[config.mk]
export PLATFORM = sky130hd
export DESIGN_NAME = shift_add_cmul
export DESIGN_NICKNAME = d
export VERILOG_FILES = /design/src/rtl/shift_add_cmul.sv
export SDC_FILE = /design/constraint.sdc
export NUM_CORES = 1
export LEC_CHECK = 0
export BUFFER_PORTS_ARGS = -buffer_cell sky130_fd_sc_hd__buf_2
export CORE_AREA = 2 2 39 41
export DETAILED_ROUTE_END_ITERATION = 8
export DIE_AREA = 0 0 41 43
export PLACE_DENSITY_LB_ADDON = 0.1
export SLEW_MARGIN = 20
export SYNTH_ARGS = -nofsm -noshare
export SYNTH_HDL_FRONTEND = slang
export SYNTH_SLANG_ARGS = --single-unit
[constraint.sdc]
create_clock -name vclk -period 4.1
set_clock_uncertainty 0.2 [all_clocks]
set_input_delay 0.41 -clock vclk [all_inputs]
set_output_delay 0.41 -clock vclk [all_outputs]
set_load 0.02 [all_outputs]
[src/rtl/shift_add_cmul.sv]
module shift_add_cmul #(
  parameter int WIDTH = 8,
  parameter int SHIFT = 3
) (
  input  logic [WIDTH-1:0]     op_in,
  input  logic                 sub_mode,
  output logic [WIDTH+SHIFT:0] prod_out
);
  localparam int PW = WIDTH + SHIFT + 1;

  logic [PW-1:0] shl;
  logic [PW-1:0] addend;
  logic [PW-1:0] cy;

  assign shl    = {1'b0, op_in, {SHIFT{1'b0}}};
  assign addend = {{(SHIFT+1){sub_mode}}, op_in ^ {WIDTH{sub_mode}}};
  assign cy[0]  = sub_mode;

  for (genvar i = 0; i < PW; i++) begin : g_bit
    logic s, c;
    if (i < SHIFT) begin : g_low
      assign s = addend[i] ^ cy[i];
      assign c = addend[i] & cy[i];
    end else if (i >= WIDTH) begin : g_const
      assign s = shl[i] ^ sub_mode ^ cy[i];
      assign c = sub_mode ? (shl[i] | cy[i]) : (shl[i] & cy[i]);
    end else begin : g_full
      assign s = shl[i] ^ addend[i] ^ cy[i];
      assign c = (shl[i] & addend[i]) | (cy[i] & (shl[i] ^ addend[i]));
    end
    assign prod_out[i] = s;
    if (i < PW - 1) begin : g_link
      assign cy[i+1] = c;
    end else begin : g_end
      logic unused_c;
      assign unused_c = c;
    end
  end
endmodule

==> summary.md, run 1 <==
| Metric | Value |
|---|---|
| Status | `complete, but fails checks` |
| Failing checks | `negative setup slack` |
| DP Cell Count | `between 70 and 80` |
| Slew Limit Fails | `0` |
| Setup ws final | `-0.009246 ns` |
| P per Cell Area | `between 200 and 250 mW/mm^2` |
| I/O Pins | `21` |
| Area Overhead vs Synth | `34.56%` |
| Final GP Congestion | `0.6359` |
| Hpwl dp | `578.7 microns` |
| Largest net degree at the start of global routing | `9` |
| Setup crit end | `prod_out[10]` |
| Synth area leader | `fa_1` |
| Fin crit share | `1.002` |
| Antenna-violating nets left | `0` |
| Filler instances | `about 160` |
| Top cells by area, synth | `fa_1 (23%), buf_4 (20%), xnor2_1 (14%)` |
| Crit. Startpoint | `op_in[0]` |
| IO Port Bufs | `21` |
| Row Count | `14` |
| Max frequency | `243.4 MHz` |
| Tightest Pin Transition | `0.3319 ns` |
| DRT iter0 DRCs | `0` |
| # DRC | `0` |
| Clock buf count | `0` |
| Share of layout cells above drive strength 1 | `0.6349` |
| Vias | `324` |
| Vias in the first global route | `about 270` |
| Final setup viols | `1` |
| Area share of the largest cell type after synthesis | `0.2266` |
| # diodes | `0` |
| Core area | `between 0.001 and 0.0015 sq mm` |
| CP Max Fanout | `4` |
| Avg Cell Area, Syn | `around 8.8 sq um` |
| Syn. warnings | `0` |
| Crit-path cells | `buf_2, inv_2, ha_4, ha_4, ha_4, fa_2, inv_2, fa_2, fa_2, fa_2, fa_2, nor4bb_4, a31oi_1, xnor2_1, buf_4` |
| Fin util | `0.4295` |
| RSZ-0062 raised after global routing | `yes` |
| CP Capture Type | `primary output` |
| Netlist Area Pre-Place | `441.7 sq um` |
| Cts hold-fix bufs | `0` |
| Crit-path most repeated cell | `fa_2` |
| LEAKAGE | `0.0002898 uW` |
| CP startpoint kind | `input pin` |
| Area occupied by registers | `0 sq um` |
| Sequential cell count | `0` |
| Unique masters post-synth | `15` |
| Worst Hold Class | `in -> out` |
| Worst IR Drop VDD | `0.08177 mV` |
| DRT Wirelength | `684 microns` |
| Initial antenna violation count | `0` |
| Final hold violations | `0` |
| Mapped Nets | `67` |
| Seq/Total Area, Yosys | `0` |
| Global route overflow | `0` |
| Fin nets | `82` |
| DR pass1 iterations | `1` |
| Die area | `0.001763 sq mm` |
| Wirelength per Cell | `8.658 microns` |
| Mapped Cells | `50` |
| Relative max-transition margin | `0.7771` |
| Tmin final | `4.109 ns` |
| All-Layer GR Usage | `0.07831` |
| DR vias/cell | `4.101` |
| Crit-path slowest cell | `fa_2` |
| Crit path kind | `in -> out` |
| Max Cap Viol | `0` |
| CP Data Arrival Time | `3.50 ns` |
| Post-layout instance count excluding filler cells | `79` |
| Starting Density | `0.3192` |
| First-pass GRT wire length | `1041 microns` |
| Die Y | `43 microns` |
| Worst path max stage delay | `0.43 ns` |
| Critical Path RT | `3.49 ns` |
| Die extent in x | `41 microns` |
critical path: cells and delay by family:
| family | cells | cell delay [ns] |
|---|---|---|
| adder cells (fa/ha/maj) | 8 | 2.21 |
| AND/OR/NAND/NOR | 1 | 0.17 |
| AO/OA/AOI/OAI | 1 | 0.18 |
| buffers and inverters | 4 | 0.37 |
| XOR/XNOR | 1 | 0.14 |
placed cells by master (no fill, tap or decap):
cell and count:
a21oi_2 1, a31oi_1 1, and3b_1 1, buf_2 16
buf_4 7, buf_6 1, buf_8 2, fa_2 5
ha_4 3, inv_1 8, inv_2 2, nand2_1 1
nand2b_1 1, nand4_1 1, nor2_2 1, nor4bb_4 1
xnor2_1 7, xor2_1 3, xor2_2 1
cell usage after synthesis:
library cell and n:
a21oi_2 1, a31oi_1 1, and3b_1 1, buf_4 12, buf_6 1, fa_1 5
ha_1 3, inv_1 10, nand2_1 1, nand2b_1 1, nand4_1 1, nor2_1 1
nor4bb_4 1, xnor2_1 7, xor2_1 4
area by class of cell:
| cell class | count | area [sq um] | area share |
|---|---|---|---|
| multi-input cells | 27 | 362.8 | 0.6105 |
| repair buffers | 26 | 173.9 | 0.2926 |
| inverters | 10 | 37.54 | 0.06316 |
| well taps | 16 | 20.02 | 0.03368 |
metal layers:
layer  track usage  part of all wire
met3             0             0.066
met1        0.1190              0.40
met5             0                 0
met4             0                 0
met2        0.1281              0.53
metrics by stage:
step	instance area (sq um)	hold WS, ns	worst slack, ns	TNS (ns)	total power, uW
after floorplan	441.7	0.8127	0.1365	0	105.3
after global placement	495.5	0.9640	-0.06052	-0.06052	110.0
after detailed placement	495.5	0.9668	-0.05581	-0.05581	110.0
after CTS	498.0	0.9668	0.006127	0	110.8
after global routing	594.3	0.9944	-0.1517	-0.2540	138.8
final	594.3	0.9586	-0.009246	-0.009246	122.6
worst min-delay path by stage:
stage                     startpoint            to  slack [ns]  cells past startpoint
after floorplan             op_in[6]   prod_out[9]        0.81                      2
after global placement      op_in[7]  prod_out[10]        0.96                      3
after detailed placement    op_in[7]  prod_out[10]        0.97                      3
after CTS                   op_in[7]  prod_out[10]        0.97                      3
after global routing        op_in[7]  prod_out[10]        0.99                      3
final                       op_in[7]  prod_out[10]        0.96                      3
kinds of logic (layout without fill, tap and decap cells):
kind of cell             count (synthesis)  after routing  synth area share
AO/OA/AOI/OAI                            2              2           0.03401
buffers and inverters                   23             36            0.3145
XOR/XNOR                                11             11            0.2181
adder cells (fa/ha/maj)                  8              8            0.3116
AND/OR/NAND/NOR                          6              6            0.1218
repair_timing:
action / CTS / global route
resized for setup: 1 / 25
buffers inserted: 0 / 1
setup endpoints to repair: 1 / 3
pin swaps: 0 / 9
gates cloned: 0 / 0
power breakdown:
group / switching, uW / total (uW) / internal [uW]
clock network: 0 / 0 / 0
logic: 69.4 / 123 / 53.2
registers: 0 / 0 / 0
total: 69.4 / 123 / 53.2
(Power assumes the default switching activity.)
==> run 2, diff against run 1 <==
--- a/config.mk
+++ b/config.mk
@@ -14,3 +14,4 @@
 export SYNTH_ARGS = -nofsm -noshare
 export SYNTH_HDL_FRONTEND = slang
 export SYNTH_SLANG_ARGS = --single-unit
+export TNS_END_PERCENT = 1
==> constraint.sdc (replaced) <==
create_clock -name vclk -period 5.3
set_clock_uncertainty 0.2 [all_clocks]
set_input_delay 0.53 -clock vclk [all_inputs]
set_output_delay 0.53 -clock vclk [all_outputs]
set_load 0.02 [all_outputs]
==> run 2 against run 1 <==
  * The run now ends clean
  * Power fell by 34%
  * Final cell count fell by 6.3%
  * Die area did not move
  * Wire length fell by 11%
==> summary.md, run 2 (synthesized netlist as in run 1, its figures left out) <==
| Metric | Value |
|---|---|
| Worst Hold Class | `in -> out` |
| Tmin final | `4.536 ns` |
| Final hold violations | `0` |
| Vias | `299` |
| # diodes | `0` |
| Commonest non-fill, non-tap cell in the layout | `buf_2` |
| Final setup viols | `0` |
| Net Sw Frac | `0.6120` |
| Wirelength per Cell | `8.243 microns` |
| Final GP Congestion | `0.6893` |
| Max frequency | `around 220 MHz` |
| LEAKAGE | `0.0002616 uW` |
| Metal2 WL | `about 280 microns` |
| Routed met1 length | `285 microns` |
| Hpwl dp | `561.8 microns` |
| Post_cts resized | `0` |
| Worst IR Drop VDD | `0.06080 mV` |
| Global route overflow | `0` |
| Sequential cell count | `0` |
| Crit path buffers/inverters | `3` |
| Status | `finished, final reports clean` |
| Commonest cells after routing, fill and taps aside | `buf_2 (21), inv_1 (10), xnor2_1 (7)` |
| P per Cell Area | `173.7 mW/mm^2` |
| Setup crit end | `prod_out[10]` |
| First-pass GRT wire length | `1041 microns` |
| Area occupied by registers | `0 sq um` |
| Fin nets | `between 70 and 80` |
| Net Sw Power | `49.49 uW` |
| Cts hold-fix bufs | `0` |
| Int Pwr | `around 31 uW` |
| CP Capture Type | `primary output` |
| CP startpoint kind | `input pin` |
| Max Cap Viol | `0` |
| Largest net degree at the start of global routing | `13` |
| Postcts setup bufs | `0` |
| DR top layer | `met3` |
| Setup WS pre-CTS | `0.7506 ns` |
| Row Count | `14` |
| Antenna-violating nets left | `0` |
| DRT iter0 DRCs | `2` |
| CP Data Arrival Time | `about 3.8 ns` |
| Clock share of power | `0` |
| IO Port Bufs | `21` |
| Vias in the first global route | `253` |
| Initial antenna violation count | `0` |
| TNS Setup | `0 ns` |
| All-Layer GR Usage | `0.07746` |
| DRT Wirelength | `610 microns` |
| Crit-path cells | `buf_2, xor2_1, ha_1, ha_1, fa_1, inv_1, fa_1, fa_1, fa_1, fa_1, nor4bb_4, a31oi_1, xnor2_1, buf_2` |
| DR vias/cell | `4.041` |
| Crit-path most repeated cell | `fa_1` |
| CP Max Fanout | `12` |
| Setup ws final | `0.7642 ns` |
| Fin crit share | `0.8558` |
| Crit path kind | `in -> out` |
| Worst path max stage delay | `approximately 0.45 ns` |
| Share of layout cells above drive strength 1 | `0.3966` |
| DR pass1 iterations | `2` |
| Tightest Pin Transition | `0.2927 ns` |
| Detail Route met3 WL | `45 microns` |
| Comb power frac | `1.000` |
| Core area | `around 0.0014 sq mm` |
| Clock buf count | `0` |
| # DRC | `0` |
| Crit. Startpoint | `sub_mode` |
| Critical path depth | `14` |
| Die extent in x | `41 microns` |
| I/O Pins | `21` |
| Relative max-transition margin | `0.8035` |
| Starting Density | `0.3192` |
| Sequential power share | `0` |
| Die area | `0.001763 sq mm` |
| RSZ-0062 raised after global routing | `no` |
| Critical Path RT | `~4.6 ns` |
| Top delay family on crit path | `adder cells` |
| Filler instances | `165` |
| Crit-path slowest cell | `fa_1` |
| Area Overhead vs Synth | `5.382%` |
| Slew Limit Fails | `0` |
| Die Y | `43 microns` |
==> run 2: changes by cell type in the layout (fill, tap and decap cells not counted), sizes merged <==
cell,change
buf,-5
==> run 2: worst min path at each step <==
stage / start / end / slack (ns) / cells after the start
final: op_in[7] / prod_out[10] / 1.20 / 3
after global routing: op_in[7] / prod_out[10] / 1.22 / 3
after CTS: op_in[7] / prod_out[10] / 1.21 / 3
after detailed placement: op_in[7] / prod_out[10] / 1.21 / 3
after global placement: op_in[7] / prod_out[10] / 1.21 / 3
after floorplan: op_in[6] / prod_out[9] / 1.05 / 2
==> run 2: tightest hold or removal path, cell delays in order <==
cell and delay, ns:
buf_2 0.12, xnor2_1 0.07, buf_2 0.15
==> run 2: layout make-up <==
| class | count | area [sq um] | share of cell area |
|---|---|---|---|
| multi-input combinational | 27 | 302.8 | 0.6505 |
| tap | 16 | 20.02 | 0.04301 |
| inverter | 10 | 37.54 | 0.08065 |
| timing repair buffer | 21 | 105.1 | 0.2258 |
==> run 2: per-layer routing <==
metal,global-route usage,up-vias
met5,0,-
met4,0,0
met3,0,0
met2,0.1219,10
met1,0.1230,134
li1,-,155
==> run 2: power by group through the flow <==
stage | sequential, uW | clock (uW) | combinational, uW
floorplan | 0 | 0 | 81.5
global placement | 0 | 0 | 82.1
detailed placement | 0 | 0 | 82.5
CTS | 0 | 0 | 82.7
global route | 0 | 0 | 90.7
finish | 0 | 0 | 80.9
==> run 2: per-stage QoR <==
| stage | instance area [sq um] | hold slack [ns] | instances | utilization | total power [uW] |
|---|---|---|---|---|---|
| after floorplan | 441.7 | 1.053 | 50 | - | 81.49 |
| after global placement | 465.4 | 1.206 | 74 | 0.3363 | 82.11 |
| after detailed placement | 465.4 | 1.209 | 74 | 0.3363 | 82.50 |
| after CTS | 465.4 | 1.209 | 74 | 0.3363 | 82.68 |
| after global routing | 465.4 | 1.221 | 74 | 0.3363 | 90.71 |
| final | 465.4 | 1.202 | 74 | 0.3363 | 80.85 |
==> run 3, diff against run 2 <==
--- a/config.mk
+++ b/config.mk
@@ -10,6 +10,7 @@
 export DETAILED_ROUTE_END_ITERATION = 8
 export DIE_AREA = 0 0 41 43
 export PLACE_DENSITY_LB_ADDON = 0.1
+export RECOVER_POWER = 100
 export SLEW_MARGIN = 20
 export SYNTH_ARGS = -nofsm -noshare
 export SYNTH_HDL_FRONTEND = slang
==> run 3 against run 2 <==
  * Final cell count did not move
  * Sequential share of layout area did not move
  * Die area did not move
  * Critical path type unchanged
  * Worst hold slack improved by 0.015 ns
  * Wire length rose by 1.1%
==> summary.md, run 3 (synthesized netlist as in run 1, its figures left out) <==
| Metric | Value |
|---|---|
| Wirelength per Cell | `between 8 and 9 microns` |
| Filler instances | `166` |
| DRT Wirelength | `617 microns` |
| TNS Setup | `0 ns` |
| Fin nets | `77` |
| Worst hold slack | `approximately 1.2 ns` |
| CP startpoint kind | `input pin` |
| Worst path max stage delay | `roughly 0.45 ns` |
| # diodes | `0` |
| Final setup viols | `0` |
| # DRC | `0` |
| Largest net degree at the start of global routing | `13` |
| Status | `finished, final reports clean` |
| Worst IR Drop VDD | `just under 0.06 mV` |
| Met2 Use GR | `0.1219` |
| Crit-path most repeated cell | `fa_1` |
| Commonest non-fill, non-tap cell in the layout | `clkbuf_1` |
| Vias | `301` |
| Slew Limit Fails | `0` |
| Sequential cell count | `0` |
| Top delay family on crit path | `adder cells` |
| Relative max-transition margin | `0.8035` |
| Global route overflow | `0` |
| Area occupied by registers | `0 sq um` |
| Commonest cells after routing, fill and taps aside | `clkbuf_1 (11), inv_1 (10), buf_2 (10)` |
| GRT busiest layer | `met1` |
| Initial antenna violation count | `0` |
| Antenna-violating nets left | `0` |
| Final GP Congestion | `slightly below 0.7` |
| Crit path kind | `in -> out` |
| Starting Density | `0.3192` |
| Crit-path slowest cell | `fa_1` |
| Met1 Use GR | `0.1230` |
| Worst Hold Class | `in -> out` |
| Core area | `0.001384 sq mm` |
| IO Port Bufs | `21` |
| Hpwl dp | `about 560 microns` |
| CP Max Fanout | `12` |
| DR pass1 iterations | `2` |
| Share of layout cells above drive strength 1 | `0.2069` |
| RSZ-0062 raised after global routing | `no` |
| Crit-path cells | `buf_2, xor2_1, ha_1, ha_1, fa_1, inv_1, fa_1, fa_1, fa_1, fa_1, nor4bb_4, a31oi_1, xnor2_1, clkbuf_1` |
| Crit path buffers/inverters | `3` |
| Final hold violations | `0` |
| DR vias/cell | `4.068` |
| I/O Pins | `21` |
| CP Capture Type | `primary output` |
| Row Count | `14` |
| Max frequency | `217.0 MHz` |
| Die extent in x | `between 40 and 50 microns` |
| Tmin final | `about 4.6 ns` |
| Die Y | `43 microns` |
| Postcts setup bufs | `0` |
| Die area | `0.001763 sq mm` |
| Clock buf count | `0` |
| First-pass GRT wire length | `1041 microns` |
| All-Layer GR Usage | `0.07746` |
| P per Cell Area | `170.2 mW/mm^2` |
| Critical Path RT | `approximately 4.6 ns` |
| Tightest Pin Transition | `0.2927 ns` |
| Post_cts resized | `0` |
| Max Cap Viol | `0` |
| Cts hold-fix bufs | `0` |
| Area Overhead vs Synth | `2.266%` |
| Vias in the first global route | `253` |
| Met3 GRT Util | `0` |
| LEAKAGE | `0.0002299 uW` |
| Fin crit share | `0.8693` |
| DRT iter0 DRCs | `2` |
| CP Data Arrival Time | `3.88 ns` |
run 3: where the power goes:
| group | internal (uW) | switching (uW) |
|---|---|---|
| registers | 0 | 0 |
| clock network | 0 | 0 |
| logic | 26.7 | 50.2 |
run 3: final timing paths:
check                 from           end  slack [ns]  depth (start not counted)
hold / removal    op_in[7]  prod_out[10]        1.22                          3
setup / recovery  sub_mode  prod_out[10]        0.69                         14
run 3: final cells by class:
class / instances / area, sq um / share of cell area
multi-input combinational: 27 / 302.8 / 0.6704
inverter: 10 / 37.54 / 0.08310
timing repair buffer: 21 / 91.34 / 0.2022
tap: 16 / 20.02 / 0.04432
run 3: tightest hold or removal path: cells and delay by family:
family                    cells  cell delay, ns
xor gates and xnor gates      1            0.07
buffers and inverters         2            0.28
run 3: routing by layer:
metal / vias up / routed length [microns]
li1: 155 / -
met1: 136 / 294
met2: 10 / 281
met3: 0 / 42
met4: 0 / 0
met5: - / 0
run 3: stage by stage:
step / utilization / total power [uW] / instance area (sq um) / cells / setup slack, ns
floorplan: - / 81.49 / 441.7 / 50 / 1.097
global placement: 0.3363 / 82.11 / 465.4 / 74 / 0.7495
detailed placement: 0.3363 / 82.50 / 465.4 / 74 / 0.7506
CTS: 0.3363 / 82.68 / 465.4 / 74 / 0.7538
global route: 0.3264 / 86.55 / 451.7 / 74 / 0.3955
finish: 0.3264 / 76.89 / 451.7 / 74 / 0.6927
